File: config.mk
export PLATFORM = sky130hd
export DESIGN_NAME = mclk_ratio_detect
export DESIGN_NICKNAME = d
export VERILOG_FILES = /design/src/rtl/mclk_ratio_detect.sv
export SDC_FILE = /design/constraint.sdc
export NUM_CORES = 1
export LEC_CHECK = 0
export BUFFER_PORTS_ARGS = -buffer_cell sky130_fd_sc_hd__buf_2
export CAP_MARGIN = 10
export CORE_ASPECT_RATIO = 0.6
export CORE_MARGIN = 2
export CORE_UTILIZATION = 53
export CTS_BUF_LIST = sky130_fd_sc_hd__clkbuf_16
export CTS_CLUSTER_SIZE = 12
export DETAILED_ROUTE_END_ITERATION = 10
export GPL_TIMING_DRIVEN = 0
export PLACE_DENSITY = 0.71
export SYNTH_ARGS = -nofsm -noshare
export SYNTH_HDL_FRONTEND = slang
export SYNTH_SLANG_ARGS = --single-unit
File: constraint.sdc
create_clock -name clk -period 3.64 [get_ports clk]
set_input_delay 0.182 -clock clk [delete_from_list [all_inputs] [get_ports clk]]
set_output_delay 0.182 -clock clk [all_outputs]
set_load 0.02 [all_outputs]
File: src/rtl/mclk_ratio_detect.sv
module mclk_ratio_detect #(
  parameter int TOL     = 8,
  parameter int TIMEOUT = 512
) (
  input  logic       clk,
  input  logic       rst_n,
  input  logic       frame_in,
  input  logic       prog_mode,
  input  logic [3:0] prog_cfg,
  output logic [2:0] ratio_code,
  output logic [1:0] speed,
  output logic       locked,
  output logic       auto_mute
);
  localparam int CW = $clog2(TIMEOUT + 1) + 1;

  function automatic logic [CW-1:0] ratio_of(input logic [2:0] c);
    logic [CW-1:0] base;
    base = CW'(64) << c[2:1];
    return c[0] ? base + (base >> 1) : base;
  endfunction

  function automatic logic near(input logic [CW-1:0] m, input logic [CW-1:0] r);
    return (m + CW'(TOL) >= r) && (m <= r + CW'(TOL));
  endfunction

  logic [2:0] sync_q;
  logic [CW-1:0] cnt;
  logic seen, prev_ok, lock_q;
  logic [4:0] prev_tag;
  logic [2:0] code_q;
  logic [1:0] spd_q;

  wire frm_rise = sync_q[1] & ~sync_q[2];
  wire tmo_hit  = ~frm_rise & (cnt == CW'(TIMEOUT));

  logic       auto_hit;
  logic [2:0] auto_code;
  always_comb begin
    auto_hit  = 1'b0;
    auto_code = 3'd0;
    for (int c = 0; c < 6; c++)
      if (near(cnt, ratio_of(3'(c)))) begin
        auto_hit  = 1'b1;
        auto_code = 3'(c);
      end
  end

  logic [1:0] p_base, p_spd;
  logic       p_valid;
  always_comb begin
    p_valid = 1'b1;
    unique case (prog_cfg[3:1])
      3'd0:    begin p_base = 2'd2; p_spd = 2'd0; end
      3'd1:    begin p_base = 2'd1; p_spd = 2'd1; end
      3'd2:    begin p_base = 2'd2; p_spd = 2'd1; end
      3'd3:    begin p_base = 2'd0; p_spd = 2'd2; end
      3'd4:    begin p_base = 2'd1; p_spd = 2'd2; end
      3'd5:    begin p_base = 2'd2; p_spd = 2'd2; end
      default: begin p_base = 2'd0; p_spd = 2'd3; p_valid = 1'b0; end
    endcase
  end
  wire [2:0] p_code = {p_base, prog_cfg[0]};

  wire       hit     = prog_mode ? (p_valid && near(cnt, ratio_of(p_code))) : auto_hit;
  wire [2:0] sel_code = prog_mode ? p_code : auto_code;
  wire [1:0] sel_spd  = prog_mode ? p_spd : 2'd2 - sel_code[2:1];
  wire [4:0] sel_tag  = {sel_code, sel_spd};

  always_ff @(posedge clk or negedge rst_n) begin
    if (!rst_n) begin
      sync_q   <= '0;
      cnt      <= '0;
      seen     <= 1'b0;
      prev_ok  <= 1'b0;
      prev_tag <= '0;
      lock_q   <= 1'b0;
      code_q   <= '0;
      spd_q    <= '0;
    end else begin
      sync_q <= {sync_q[1:0], frame_in};
      if (frm_rise) begin
        cnt  <= CW'(1);
        seen <= 1'b1;
        if (!seen) begin
          prev_ok <= 1'b0;
          lock_q  <= 1'b0;
        end else if (hit) begin
          lock_q   <= prev_ok && (prev_tag == sel_tag);
          prev_ok  <= 1'b1;
          prev_tag <= sel_tag;
          code_q   <= sel_code;
          spd_q    <= sel_spd;
        end else begin
          prev_ok <= 1'b0;
          lock_q  <= 1'b0;
        end
      end else if (tmo_hit) begin
        seen    <= 1'b0;
        prev_ok <= 1'b0;
        lock_q  <= 1'b0;
      end else begin
        cnt <= cnt + CW'(1);
      end
    end
  end

  assign locked     = lock_q;
  assign auto_mute  = ~lock_q;
  assign ratio_code = lock_q ? code_q : 3'd7;
  assign speed      = lock_q ? spd_q : 2'd3;
endmodule

; ---- Word-level counts from Yosys, hierarchy flattened
; Index checks and enable logic that the tools add are counted.
[word_totals]
word_cells = 88
register_bits = 27
[op_classes]
n_bitwise = 5
n_mux = 30
add_sub_neg = 5
n_lt_le_gt_ge = 14
n_eq_ne = 8
n_reduce_logical = 17
shift = 1
[op_table]
columns = cell, n
row1 = $mux W11, 3
row2 = $add A11 B4 Y11 const B, 2
row3 = $ge A11 B7 Y1 const B, 2
row4 = $ge A11 B8 Y1 const B, 2
row5 = $ge A11 B9 Y1 const B, 2
row6 = $le A11 B7 Y1 const B, 2
row7 = $le A11 B8 Y1 const B, 2
row8 = $le A11 B9 Y1 const B, 2
row9 = $mux W3, 6
row10 = $mux W1, 17
row11 = $add A11 B1 Y11 const B, 1
row12 = $add A11 B10 Y11, 1
row13 = $eq A11 B10 Y1 const B, 1
row14 = $ge A11 B11 Y1, 1
row15 = $le A11 B11 Y1, 1
row16 = $shl A7 B2 Y11 const A, 1
row17 = $logic_and A1 B1 Y1, 9
row18 = $eq A3 B2 Y1 const B, 2
row19 = $eq A3 B3 Y1 const B, 2
row20 = $pmux W2 S3, 1
row21 = $reduce_or A3 Y1, 2
row22 = $reduce_or A6 Y1, 1
row23 = $eq A5 B5 Y1, 1
row24 = $mux W2, 2
row25 = other kinds (10), 14

; ---- Depth between registers and ports, before layout
[depth]
ltp_word = 16
ltp_mapped = 15
ltp_nobuf = 15

; ---- Worst setup path before layout
; No wires, ideal clock.
[synth_path]
path_kind = input to register
startpoint = input port prog_cfg[3]
endpoint = register lock_q, in the netlist locked
stages = 14
arrival_ns = 3.254
path_buffers = 0
setup_slack_ns = 0.294
cell_sequence = nand2b_1 > a21oi_1 > inv_1 > ha_1 > a211oi_1 > mux2i_1 > ha_1 > a21o_1 > a211oi_1 > a211oi_1 > a21oi_1 > o211ai_4 > or3_1 > o31ai_2
[synth_between]
elab_chain_len = 14
[synth_lines]
columns = item, line_no
row1 = "start, declared", 9  ; input logic [3:0] prog_cfg,
row2 = $eq A3 B3 Y1 (tied with other cells), 53  ; unique case (prog_cfg[3:1])
row3 = $reduce_or A3 Y1 (no line) or $reduce_or A2 Y1 (tied branches), n/a
row4 = $pmux W2 S2, 53
row5 = $shl A7 B2 Y11, 19  ; base = CW'(64) << c[2:1];
row6 = $add A11 B10 Y11, 20  ; return c[0] ? base + (base >> 1) : base;
row7 = $mux W11, 20
row8 = $add A11 B4 Y11, 24  ; return (m + CW'(TOL) >= r) && (m <= r + CW'(TOL));
row9 = $le A11 B11 Y1, 24
row10 = $logic_and A1 B1 Y1, 24
row11 = $logic_and A1 B1 Y1, 65  ; wire hit = prog_mode ? (p_valid && near(cnt, ratio_of(p_code))) : auto_hit;
row12 = $mux W1, 65
row13 = $mux W1 *, 88  ; end else if (hit) begin
row14 = $mux W1 *, 85  ; if (!seen) begin
row15 = $mux W1 *, 82  ; if (frm_rise) begin
row16 = "end signal, assigned", 89  ; lock_q <= prev_ok && (prev_tag == sel_tag);
row17 = "end, declared", 29  ; logic seen, prev_ok, lock_q;
; Mark *: on every way between the ends. The rest lies on a longest branch, timed or not.
; A chain may end at the register's enable or synchronous reset.

; ---- Worst setup path in the final report
[layout_path]
startpoint = input port prog_cfg[2]
endpoint = register lock_q, in the netlist locked
; The elaborated chain is that of the path after synthesis.

==> results.md <==
- Bufs and invs on worst path: 2
- Initial antenna violation count: 0
- Crit path launch type: input pin
- Multi-input combinational cell area: ~1500 sq um
- Pwr dens: ~360 nW/um^2
- Die footprint: 4440 sq um
- Fillers: between 300 and 400
- Routability congestion estimate: 0.930
- Die width: 84.7 um
- Outcome: complete, no violations
- RSZ-0062 raised after global routing: no
- Flop2flop setup slack: between 0.4 and 0.5 ns
- Worst Tran Pin Value: about 0.55 ns
- Hold_ws: 0.0303 ns
- Post-synth top flop: dfrtp_1
- Worst path cell trace: buf_2 -> nand2b_1 -> a21oi_2 -> inv_1 -> ha_1 -> a211oi_2 -> mux2i_1 -> ha_1 -> a21o_1 -> a211oi_1 -> a211oi_1 -> a21oi_2 -> o211ai_4 -> or3_1 -> o31ai_2
- Layout area overhead: 12.7%
- Seq cells post-synth: 22
- Clk slew on worst S/H paths: ~0.060 ns
- Top post-synthesis cells by area: dfrtp_1 27%, ha_1 15%, nand2_1 4.5%
- Skew final: 0.00323 ns
- Global route overflow: 0
- Gr usage total: 0.225
- Critical path capture point type: register
- Post-synth top area share: 0.266
- Fin area: roughly 2300 sq um
- Register area share after synthesis: 0.266
- Final setup fails: 0
- Pin count of the biggest net entering global routing: 23
- DP HPWL: 3740 um
- Row cnt: 17
- Routed Antenna Nets: 0
- Hold Path Stages: 1
- Rel. slew slack: 0.631
- MaxCap Viol Count: 0
- Num CTS Buffers: 3
- Leakage: between 1 and 1.5 nW
- Total Wirelength: ~4700 um
- Vias in the first global route: roughly 1500
- Port Buffers: 13
- Max Clk Rate: 0.297 GHz
- Hold Fails Final Rpt: 0
- Slowest cell on crit path: or3_1
- Worst EP required: 3.81 ns
- Clock Path Buffers: 2
- Layout Nets: between 200 and 300
- Share of layout cells above drive strength 1: 0.148
- IO Pins: 15
- Post-Syn Area: just over 2000 sq um
- Cells on worst reg2reg path: 12
- Synth unique cells: 54
- Period utilisation layout: 0.925
- Routed len/inst: 15.4 um
- Syn avg cell area: a little under 9 sq um
- Cells after synthesis: about 240
- Setup Buffers After CTS: 0
- Reg area: 551 sq um
- Syn. warnings: 0
- H-tree depth: 1
- Placed cell area: 2190 sq um
- DRT Pass-1 Iters: 4
- Initial core utilization: 0.559
- Die Y: roughly 52 um
- Worst path max stage delay: roughly 0.42 ns
- Minimum clock period: between 3 and 4 ns
- Clock root buffer: clkbuf_16
- Detailed Route Iter0 Violations: 140
- Global-route wire length before repair: 7680 um
- Worst Hold End: sync_q[0]
- Hold WC Path Type: in2reg
- Worst path top cell family by delay: compound AO/OA/AOI/OAI gates
- Asr flop ratio synth: 1.00
- # clock sinks: 22
- R2r endpoint: locked
- CTS tree: yes
- Worst skew pair latency: between 0.2 and 0.3 ns
- Via-per-instance ratio: approximately 5.8
- VDD IR max: about 300 uV
- Residual DRC count: 0
- Area leader, netlist: dfrtp_1
- Syn nets: 272
- Post-synth EDFFs: 0
- Critical path class: in2reg
- Antenna cells: 0
- Via count: roughly 1800
- Arrival time at the worst endpoint: between 3 and 4 ns
- Min-delay src: frame_in
- Slew Limit Fails: 0
- Crit-path max FO: 10
- Core area: between 3000 and 4000 sq um
- Critical R2R Launch: cnt[3]
## worst max path at each step
stage                startpoint  endpoint  slack (ns)  cells past startpoint
CTS                 prog_cfg[3]    locked       0.003                     15
global placement    prog_cfg[3]    locked       -0.42                     15
finish              prog_cfg[2]    locked        0.27                     15
floorplan           prog_cfg[3]    locked        0.29                     14
global route        prog_cfg[2]    locked       0.004                     15
detailed placement  prog_cfg[3]    locked       -0.42                     15
## power breakdown
part           leakage [nW]  switching (W)  internal [W]
combinational         0.743       0.000115     0.0000973
sequential            0.282      0.0000478      0.000277
clock                0.0511      0.0000909      0.000218
total                  1.08       0.000254      0.000593
## metal layers
| layer | track usage | routed length, um |
|---|---|---|
| met2 | 0.290 | 1750 |
| met1 | 0.367 | 2540 |
| met3 | 0.0567 | 382 |
| met5 | 0 | 0 |
| met4 | 0.0370 | 17 |
## layout make-up
| class | instances | share of cell area |
|---|---|---|
| Buffer | 9 | 0.0220 |
| Clock buffer | 3 | 0.0322 |
| Clock inverter | 1 | 0.0129 |
| Inverter | 11 | 0.0177 |
| Multi-Input combinational cell | 197 | 0.622 |
| Sequential cell | 22 | 0.236 |
| Tap cell | 47 | 0.0252 |
| Timing Repair Buffer | 14 | 0.0322 |
## state kept, by name, indices dropped and copies added (netlist names)
signal    count
cnt          11
prev_tag      5
sync_q        3
locked        1
prev_ok       1
seen          1
## cell families (layout without fill, tap and decap cells)
family                   after synthesis  after routing  share of synthesized area
buffers and inverters                 20             38                     0.0447
flip-flops                            22             22                      0.266
AND/OR/NAND/NOR                       91             91                      0.233
multiplexers                           5              5                     0.0296
adder cells (fa/ha/maj)               25             25                      0.151
AO/OA/AOI/OAI                         62             62                      0.213
XOR/XNOR                              14             14                     0.0628
## layout by cell type (no fill, tap or decap), types with 4 or more instances in the layout
master	instances
xor2_1	5
nand2b_1	10
nand2_1	25
nand3_1	7
a21o_1	6
o21ai_0	11
a21oi_1	14
a211oi_1	5
ha_1	25
nor2_1	15
or3_1	7
clkbuf_1	4
buf_2	15
xnor2_1	8
nor2b_1	6
dfrtp_1	22
inv_1	11
## synthesized netlist by cell type (all sizes together) (2+ instances only)
| cell type | number |
|---|---|
| a211oi | 8 |
| a21o | 6 |
| a21oi | 17 |
| a221oi | 2 |
| and2 | 2 |
| and4 | 2 |
| buf | 5 |
| clkbuf | 4 |
| dfrtp | 22 |
| ha | 25 |
| inv | 11 |
| mux2 | 3 |
| mux2i | 2 |
| nand2 | 25 |
| nand2b | 10 |
| nand3 | 8 |
| nand3b | 2 |
| nand4 | 2 |
| nor2 | 15 |
| nor2b | 6 |
| nor3 | 2 |
| nor3b | 2 |
| nor4 | 2 |
| nor4b | 2 |
| o211ai | 3 |
| o21a | 3 |
| o21ai | 13 |
| o31ai | 2 |
| or3 | 7 |
| xnor2 | 9 |
| xor2 | 5 |
## what timing repair did
| action | 4_1_cts | 5_1_grt |
|---|---|---|
| hold endpoints to repair | 22 | 0 |
| resized for setup | 2 | 3 |
| pin swaps | 0 | 1 |
| gates cloned | 0 | 0 |
| hold buffers | 1 | 0 |
| setup endpoints to repair | 1 | 1 |
## through the flow
stage / setup slack [ns] / util / cells / TNS [ns] / total power, W
detailed placement: -0.417 / 0.593 / 299 / -0.850 / 0.000534
global placement: -0.419 / 0.593 / 299 / -0.843 / 0.000530
finish: 0.275 / 0.630 / 304 / 0 / 0.000847
global route: 0.00438 / 0.630 / 304 / 0 / 0.000900
floorplan: 0.294 / - / 239 / 0 / 0.000475
CTS: 0.00315 / 0.626 / 304 / 0 / 0.000845
(Power assumes the default switching activity.)
